$ cat config.mk
export PLATFORM = sky130hd
export DESIGN_NAME = uart_swflow
export DESIGN_NICKNAME = d
export VERILOG_FILES = /design/src/rtl/uart_swflow.sv
export SDC_FILE = /design/constraint.sdc
export NUM_CORES = 1
export LEC_CHECK = 0
export ABC_AREA = 1
export BUFFER_PORTS_ARGS = -buffer_cell sky130_fd_sc_hd__buf_2
export CELL_PAD_IN_SITES_DETAIL_PLACEMENT = 0
export CELL_PAD_IN_SITES_GLOBAL_PLACEMENT = 2
export CORE_UTILIZATION = 25
export DETAILED_ROUTE_END_ITERATION = 8
export PLACE_DENSITY_LB_ADDON = 0.12
export REMOVE_ABC_BUFFERS = 1
export SLEW_MARGIN = 20
export SYNTH_ARGS = -nofsm -noshare
export SYNTH_HDL_FRONTEND = slang
export SYNTH_SLANG_ARGS = --single-unit
$ cat constraint.sdc
create_clock -name clk -period 3 [get_ports clk]
set_clock_uncertainty 0.05 [all_clocks]
set_input_delay 0.3 -clock clk [delete_from_list [all_inputs] [get_ports clk]]
set_output_delay 0.3 -clock clk [all_outputs]
set_load 0.02 [all_outputs]
$ cat src/rtl/uart_swflow.sv
module uart_swflow (
  input  logic       clk,
  input  logic       rst_n,
  input  logic       wr_en,
  input  logic [3:0] wr_addr,
  input  logic [7:0] wr_data,
  input  logic       rx_valid,
  input  logic [7:0] rx_data,
  input  logic       stat_rd,
  input  logic       tx_idle,
  input  logic       txd_ser,
  output logic       rx_we,
  output logic       tx_go,
  output logic       spc_flag,
  output logic       txd_o,
  output logic [7:0] ien_o,
  output logic [7:0] fcr_o,
  output logic [7:0] mcr_o,
  output logic [7:0] lcr_o,
  output logic [7:0] feat_o
);
  localparam logic [3:0] A_IEN = 4'd0, A_FCR = 4'd1, A_MCR = 4'd2, A_LCR = 4'd3,
                         A_FEAT = 4'd4, A_ON1 = 4'd5, A_ON2 = 4'd6,
                         A_OFF1 = 4'd7, A_OFF2 = 4'd8;
  localparam logic [7:0] IEN_LOCK = 8'hF0;
  localparam logic [7:0] FCR_LOCK = 8'h30;
  localparam logic [7:0] MCR_ZERO = 8'h40;

  logic [7:0] on1, on2, off1, off2;
  logic       flow_stop, stop_nxt, pend_on, pend_off;

  wire enh  = feat_o[4];
  wire chk  = feat_o[1];
  wire pair = feat_o[0];

  wire hit_on1  = rx_data == on1;
  wire hit_on2  = rx_data == on2;
  wire hit_off1 = rx_data == off1;
  wire hit_off2 = rx_data == off2;

  wire match_off = pair ? (pend_off && hit_off2) : hit_off1;
  wire match_on  = pair ? (pend_on  && hit_on2)  : hit_on1;
  wire flow_hit  = rx_valid && chk && (match_off || match_on);
  wire spc_hit   = rx_valid && chk && (hit_on1 || hit_on2 || hit_off1 || hit_off2);

  assign rx_we = rx_valid && !flow_hit;
  assign txd_o = lcr_o[6] ? 1'b0 : txd_ser;

  always_comb begin
    stop_nxt = flow_stop;
    if (!chk)
      stop_nxt = 1'b0;
    else if (rx_valid) begin
      if (match_off)
        stop_nxt = 1'b1;
      else if (match_on || mcr_o[5])
        stop_nxt = 1'b0;
    end
  end

  always_ff @(posedge clk or negedge rst_n) begin
    if (!rst_n) begin
      ien_o <= '0; fcr_o <= '0; mcr_o <= '0; lcr_o <= '0; feat_o <= '0;
      on1 <= '0; on2 <= '0; off1 <= '0; off2 <= '0;
    end else if (wr_en) begin
      case (wr_addr)
        A_IEN:  ien_o  <= enh ? wr_data : (ien_o & IEN_LOCK) | (wr_data & ~IEN_LOCK);
        A_FCR:  fcr_o  <= enh ? wr_data : (fcr_o & FCR_LOCK) | (wr_data & ~FCR_LOCK);
        A_MCR:  mcr_o  <= wr_data & ~MCR_ZERO;
        A_LCR:  lcr_o  <= wr_data;
        A_FEAT: feat_o <= wr_data;
        A_ON1:  on1    <= wr_data;
        A_ON2:  on2    <= wr_data;
        A_OFF1: off1   <= wr_data;
        A_OFF2: off2   <= wr_data;
        default: ;
      endcase
    end
  end

  always_ff @(posedge clk or negedge rst_n) begin
    if (!rst_n) begin
      flow_stop <= 1'b0;
      tx_go     <= 1'b1;
      pend_on   <= 1'b0;
      pend_off  <= 1'b0;
      spc_flag  <= 1'b0;
    end else begin
      flow_stop <= stop_nxt;
      if (tx_idle)
        tx_go <= !flow_stop;
      if (!chk) begin
        pend_on  <= 1'b0;
        pend_off <= 1'b0;
      end else if (rx_valid) begin
        pend_on  <= pair && hit_on1;
        pend_off <= pair && hit_off1;
      end
      if (spc_hit)
        spc_flag <= 1'b1;
      else if (stat_rd)
        spc_flag <= 1'b0;
    end
  end
endmodule


Word-level counts from Yosys, hierarchy flattened
Index checks and enable logic that the tools add are counted.

Register bits after elaboration: 76. Bits of input ports: 27. Output and inout port bits: 44. Logic and storage cells: 72.

Equal/unequal tests: 14. Mux-type cells: 15. Bitwise operators: 2. Reductions and logical operators: 27.

Operators with widths (number): equality test 8 bit (4); AND reduction 2 bit (10); equality test 4 x 3 -> 1 bit, second input constant (4); two-way mux 8 bit (2); two-way mux 1 bit (13); equality test 4 x 2 -> 1 bit, second input constant (2); logical AND 1 bit (8); OR 6 x 8 -> 8 bit (1); OR 8 x 4 -> 8 bit (1); logical OR 1 bit (5); equality test 4 x 1 -> 1 bit, second input constant (1); equality test 4 bit, second input constant (1); logical NOT 4 bit (1); inequality test 3 x 1 -> 1 bit, second input constant (1); logical NOT 1 bit (2); inequality test 2 bit, second input constant (1); nonzero test 2 bit (1).

Logic depth before layout (Yosys ltp)
Depth in word-level cells: 8. Mapped depth: 13. Gate-level depth less buffers: 12.

Worst setup path after synthesis
Ideal clock, no wire load.

Path type: input-to-output. From: input rx_data[1]. To: output rx_we. Data arrival time: 1208 ps. Required time: 2650 ps. Path slack: 1442 ps. Stages on the path: 11. Path buffers: 1. Cells stage by stage: buf_2 -> inv_1 -> nand2_1 -> nand2_1 -> nand2_1 -> nor2_1 -> nand3_1 -> nand2_1 -> nor2_1 -> nor2_1 -> nor2_1.

Word-level cells in the longest chain between the ends: 7. Elaborated cells between the ends (all ways): 12.

RTL lines: start, declared (line 8) `input logic [7:0] rx_data,`; equality test 8 bit (on tied branches) (line 39, 37); logical AND 1 bit (on tied branches) (line 41, 42); two-way mux 1 bit (on tied branches) (line 41, 42); logical OR 1 bit (*) (line 43) `wire flow_hit = rx_valid && chk && (match_off || match_on);`; logical AND 1 bit (*) (line 43); logical NOT 1 bit (*) (line 46) `assign rx_we = rx_valid && !flow_hit;`; logical AND 1 bit (*) (line 46); end, declared (line 12) `output logic rx_we,`.

Mark *: on every way between the ends. The rest lies on a longest branch, timed or not.

Final worst setup path
From: register on2[3]. To: output rx_we.

Word-level cells in the longest chain between the ends: 7.

RTL lines: start, declared (line 29) `logic [7:0] on1, on2, off1, off2;`; start signal, assigned (line 73) `A_ON2: on2 <= wr_data;`; equality test 8 bit (line 37) `wire hit_on2 = rx_data == on2;`; logical AND 1 bit (line 42) `wire match_on = pair ? (pend_on && hit_on2) : hit_on1;`; two-way mux 1 bit (line 42); logical OR 1 bit (line 43); logical AND 1 bit (line 43); logical NOT 1 bit (line 46); logical AND 1 bit (line 46).

Every way passes these cells.

==> tab_implementation.tex <==
\begin{tabular}{lr}
\hline
Metric & Value \\
\hline
\multicolumn{2}{l}{\textbf{Clocking}} \\
Root buffer cell & clkbuf\_16 \\
Number of instances resized during post-cts repair & 0 \\
Longest Clk Path Bufs & 2 \\
CTS tree & built \\
Post-CTS Setup Bufs & 0 \\
Maximum level of the CTS H-tree & 3 \\
Clock-pin slew of the registers on the worst-case setup and hold paths & $\sim$0.060 ns \\
Clock network latency to the later pin of the worst-skew pair & between 0.3 and 0.4 ns \\
Total clock buffers created by CTS & 9 \\
Number of clock sinks seen by CTS & between 70 and 80 \\
Count of hold buffers inserted by post-cts repair & 0 \\
\multicolumn{2}{l}{\textbf{Worst setup path}} \\
Arrival time worst endpoint & $\sim$1.7 ns \\
Data required time of the worst path & about 2.7 ns \\
Critical path fanouts, max & 2 \\
Crit start category & flip-flop \\
Path type of the worst setup path & flip-flop to output pin \\
Crit path capture type & output pin \\
\multicolumn{2}{l}{\textbf{Synthesis}} \\
Top cell type's share of synthesized area & 54.9\% \\
Synth cell types & 22 \\
Sequential cell area fraction in the yosys report & roughly 56\% \\
Netlist area before placement & between 3000 and 4000 um2 \\
Largest cells by area after synthesis & dfrtp\_1 (55\%), nand2\_1 (15\%), o21ai\_1 (7.9\%) \\
Synthesized area per cell & about 8.4 um2 \\
Total number of yosys warnings & 0 \\
Cell count after synthesis & slightly above 400 \\
Number of flip-flops and latches in the synthesized netlist & 76 \\
Cell taking the most area after synthesis & dfrtp\_1 \\
\multicolumn{2}{l}{\textbf{GRT}} \\
Tot GR Track Use & 13.8\% \\
Overall overflow remaining after global route & 0 \\
GR Util met3 & just under 4\% \\
Global-route wire length before repair & between 10,000 and 15,000 um \\
Layer with the highest usage after global routing & met2 \\
Global-route met2 utilization & around a fifth \\
Met1 track demand over resource in global routing & 18.2\% \\
Pin count of the biggest net entering global routing & between 70 and 80 \\
Number of global-route vias before repair & 2,657 \\
Initial antenna violation count & 0 \\
\multicolumn{2}{l}{\textbf{Detailed routing}} \\
DR iter-0 viols & $\sim$150 \\
Post-detailed-route via-to-cell ratio & slightly above 4 \\
DRC errors left & 0 \\
Post-Route WL & 9060 um \\
Count of nets left with antenna violations after detail routing & 0 \\
Final routed wire length divided by cell count & 13.9 um \\
Vias after detailed routing & roughly 2,700 \\
Number of optimization iterations in the first detailed-route pass & 4 \\
\multicolumn{2}{l}{\textbf{STA}} \\
Setup ws final & $\sim$0.95 ns \\
Number of hold violations in the final report & 75 \\
Tmin final & roughly 2.1 ns \\
Maximum clock frequency & 487 MHz \\
Worst rel slew slack & between 50 and 60\% \\
RSZ-0062 raised after global routing & false \\
Final Max Slew Viols & 0 \\
Worst slew pin tran & $\sim$0.7 ns \\
Final cycle utilization of the critical path & 68.5\% \\
Setup violations, final & 0 \\
TNS Setup & 0 ns \\
Worst Hold Slack & -0.0613 ns \\
\multicolumn{2}{l}{\textbf{Floorplan}} \\
Number of rows created at floorplan & between 40 and 50 \\
I/O Pins & 71 \\
Total die area & 14,100 um2 \\
Floorplan die height & about 120 um \\
X dimension of the die & approximately 120 um \\
Placeable core region & roughly 13,000 um2 \\
Starting utilization of the core area & roughly 26\% \\
\multicolumn{2}{l}{\textbf{Status}} \\
Violations in the final reports & hold timing \\
Result of the run & finished, violations left \\
\multicolumn{2}{l}{\textbf{Final layout}} \\
Final instance count without filler cells & between 600 and 700 \\
Cell area after layout & approximately 4200 um2 \\
Area growth from synthesis to final layout & 23.1\% \\
Net count reported at finish & 500 \\
Fraction of final layout cells with drive strength greater than 1 & roughly a fifth \\
Antenna cell count & 0 \\
\multicolumn{2}{l}{\textbf{Place}} \\
Input/output buffers & 69 \\
Worst-case setup slack after placement & $\sim$1.2 ns \\
HPWL after detailed placement & 6190 um \\
Total placed cells including tap cells & between 600 and 700 \\
Routability Congestion & about 0.74 \\
Placed standard-cell area & 3920 um2 \\
\multicolumn{2}{l}{\textbf{Job}} \\
Max-cap viol count & 0 \\
\multicolumn{2}{l}{\textbf{Pwr}} \\
VDD IR max & 285 uV \\
Static power due to leakage & roughly 0.0021 uW \\
Power density over the cells & $\sim$740 nW/um2 \\
\multicolumn{2}{l}{\textbf{Min path}} \\
HP Class & input pin to asynchronous set/reset pin \\
\hline
\end{tabular}
==> kinds of logic (layout without fill, tap and decap cells) <==
logic type,Yosys count,after routing,synth area share (%)
AND/OR/NAND/NOR,181,181,21.7
AO/OA/AOI/OAI,76,76,11.2
flip-flops,76,76,55.7
buffers and inverters,52,125,6.41
XOR/XNOR,19,19,4.87
other,1,1,0.110
==> worst max-delay path, cell delays in order (launching register included) <==
cell,delay (ns)
dfrtp_1,0.37
inv_1,0.07
nand2_1,0.05
nand2_1,0.06
nand2_1,0.06
nor2_1,0.21
nand3_1,0.11
nand2_1,0.09
nor2_1,0.05
nor2_1,0.08
nor2_1,0.05
buf_2,0.16
==> Yosys cell counts (all sizes together) <==
master  instances
dfstp           1
buf            12
nor2           30
nor3            3
dfrtp          75
nand2         137
conb            1
o22ai           1
a21oi          14
inv            40
xnor2          19
and3            1
o21ai          61
nand3          10
==> metrics by stage <==
step | util [%] | total power (uW) | hold slack (ns)
floorplan | - | 1810 | -0.0456
global placement | 29.4 | 2070 | 0.358
detailed placement | 29.4 | 2070 | 0.366
CTS | 31.6 | 3180 | 0.0349
global route | 31.6 | 3320 | 0.0163
finish | 31.6 | 3110 | -0.0613
==> layer usage <==
metal  part of all wire (%)  up-vias
li1                       -     1405
met1                     48     1225
met2                     45       70
met3                    5.6       11
met4                    2.0        0
met5                      0        -
==> placed cells by master (no fill, tap or decap) <==
| master | Yosys | routed |
|---|---|---|
| clkbuf_1 | 0 | 2 |
| o22ai_1 | 1 | 1 |
| nand2_1 | 133 | 133 |
| nor2_1 | 29 | 29 |
| nor2_4 | 1 | 1 |
| inv_1 | 37 | 37 |
| clkinvlp_4 | 0 | 1 |
| o21ai_0 | 7 | 7 |
| nand3_2 | 1 | 1 |
| bufinv_16 | 0 | 1 |
| clkbuf_16 | 0 | 9 |
| nand2_2 | 4 | 4 |
| dfrtp_1 | 75 | 75 |
| a21oi_1 | 14 | 14 |
| xnor2_1 | 19 | 19 |
| nand3_1 | 9 | 9 |
| and3_1 | 1 | 1 |
| buf_2 | 10 | 68 |
| clkinv_2 | 0 | 3 |
| nor3_4 | 1 | 1 |
| conb_1 | 1 | 1 |
| inv_2 | 3 | 3 |
| buf_6 | 1 | 1 |
| dfstp_2 | 1 | 1 |
| o21ai_1 | 54 | 54 |
| nor3_2 | 2 | 2 |
==> where the power goes <==
group,switching [uW],internal [uW],total [uW]
clock network,427,640,1070
registers,135,1230,1360
logic,421,263,683
==> flip-flops by register name (all words and copies together) (netlist names) <==
signal,count
fcr_o,8
feat_o,8
ien_o,8
lcr_o,8
off1,8
off2,8
on1,8
on2,8
mcr_o,7
flow_stop,1
pend_off,1
pend_on,1
spc_flag,1
tx_go,1
==> area by class of cell <==
class / count / area, um2
clock inverter: 5 / 52.6
inverter: 40 / 150
tap: 176 / 220
sequential: 76 / 1900
multi-input combinational: 277 / 1290
timing repair buffer: 69 / 352
fill: 1442 / 9090
clock buffer: 11 / 233
==> path summary, 6_finish.rpt <==
check                           slack, ns  cells past startpoint       from         to
max in group asynchronous            2.46                      1      rst_n   ien_o[7]
worst min-delay path                -0.06                      1      rst_n    pend_on
worst max-delay path                 0.95                     11     on2[3]      rx_we
worst min register to register       0.37                      1  flow_stop      tx_go
min in group clk                     0.05                      2    tx_idle      tx_go
worst max register to register       1.58                     12     on2[3]  flow_stop
No activity file was read; power rests on OpenSTA's default activity.
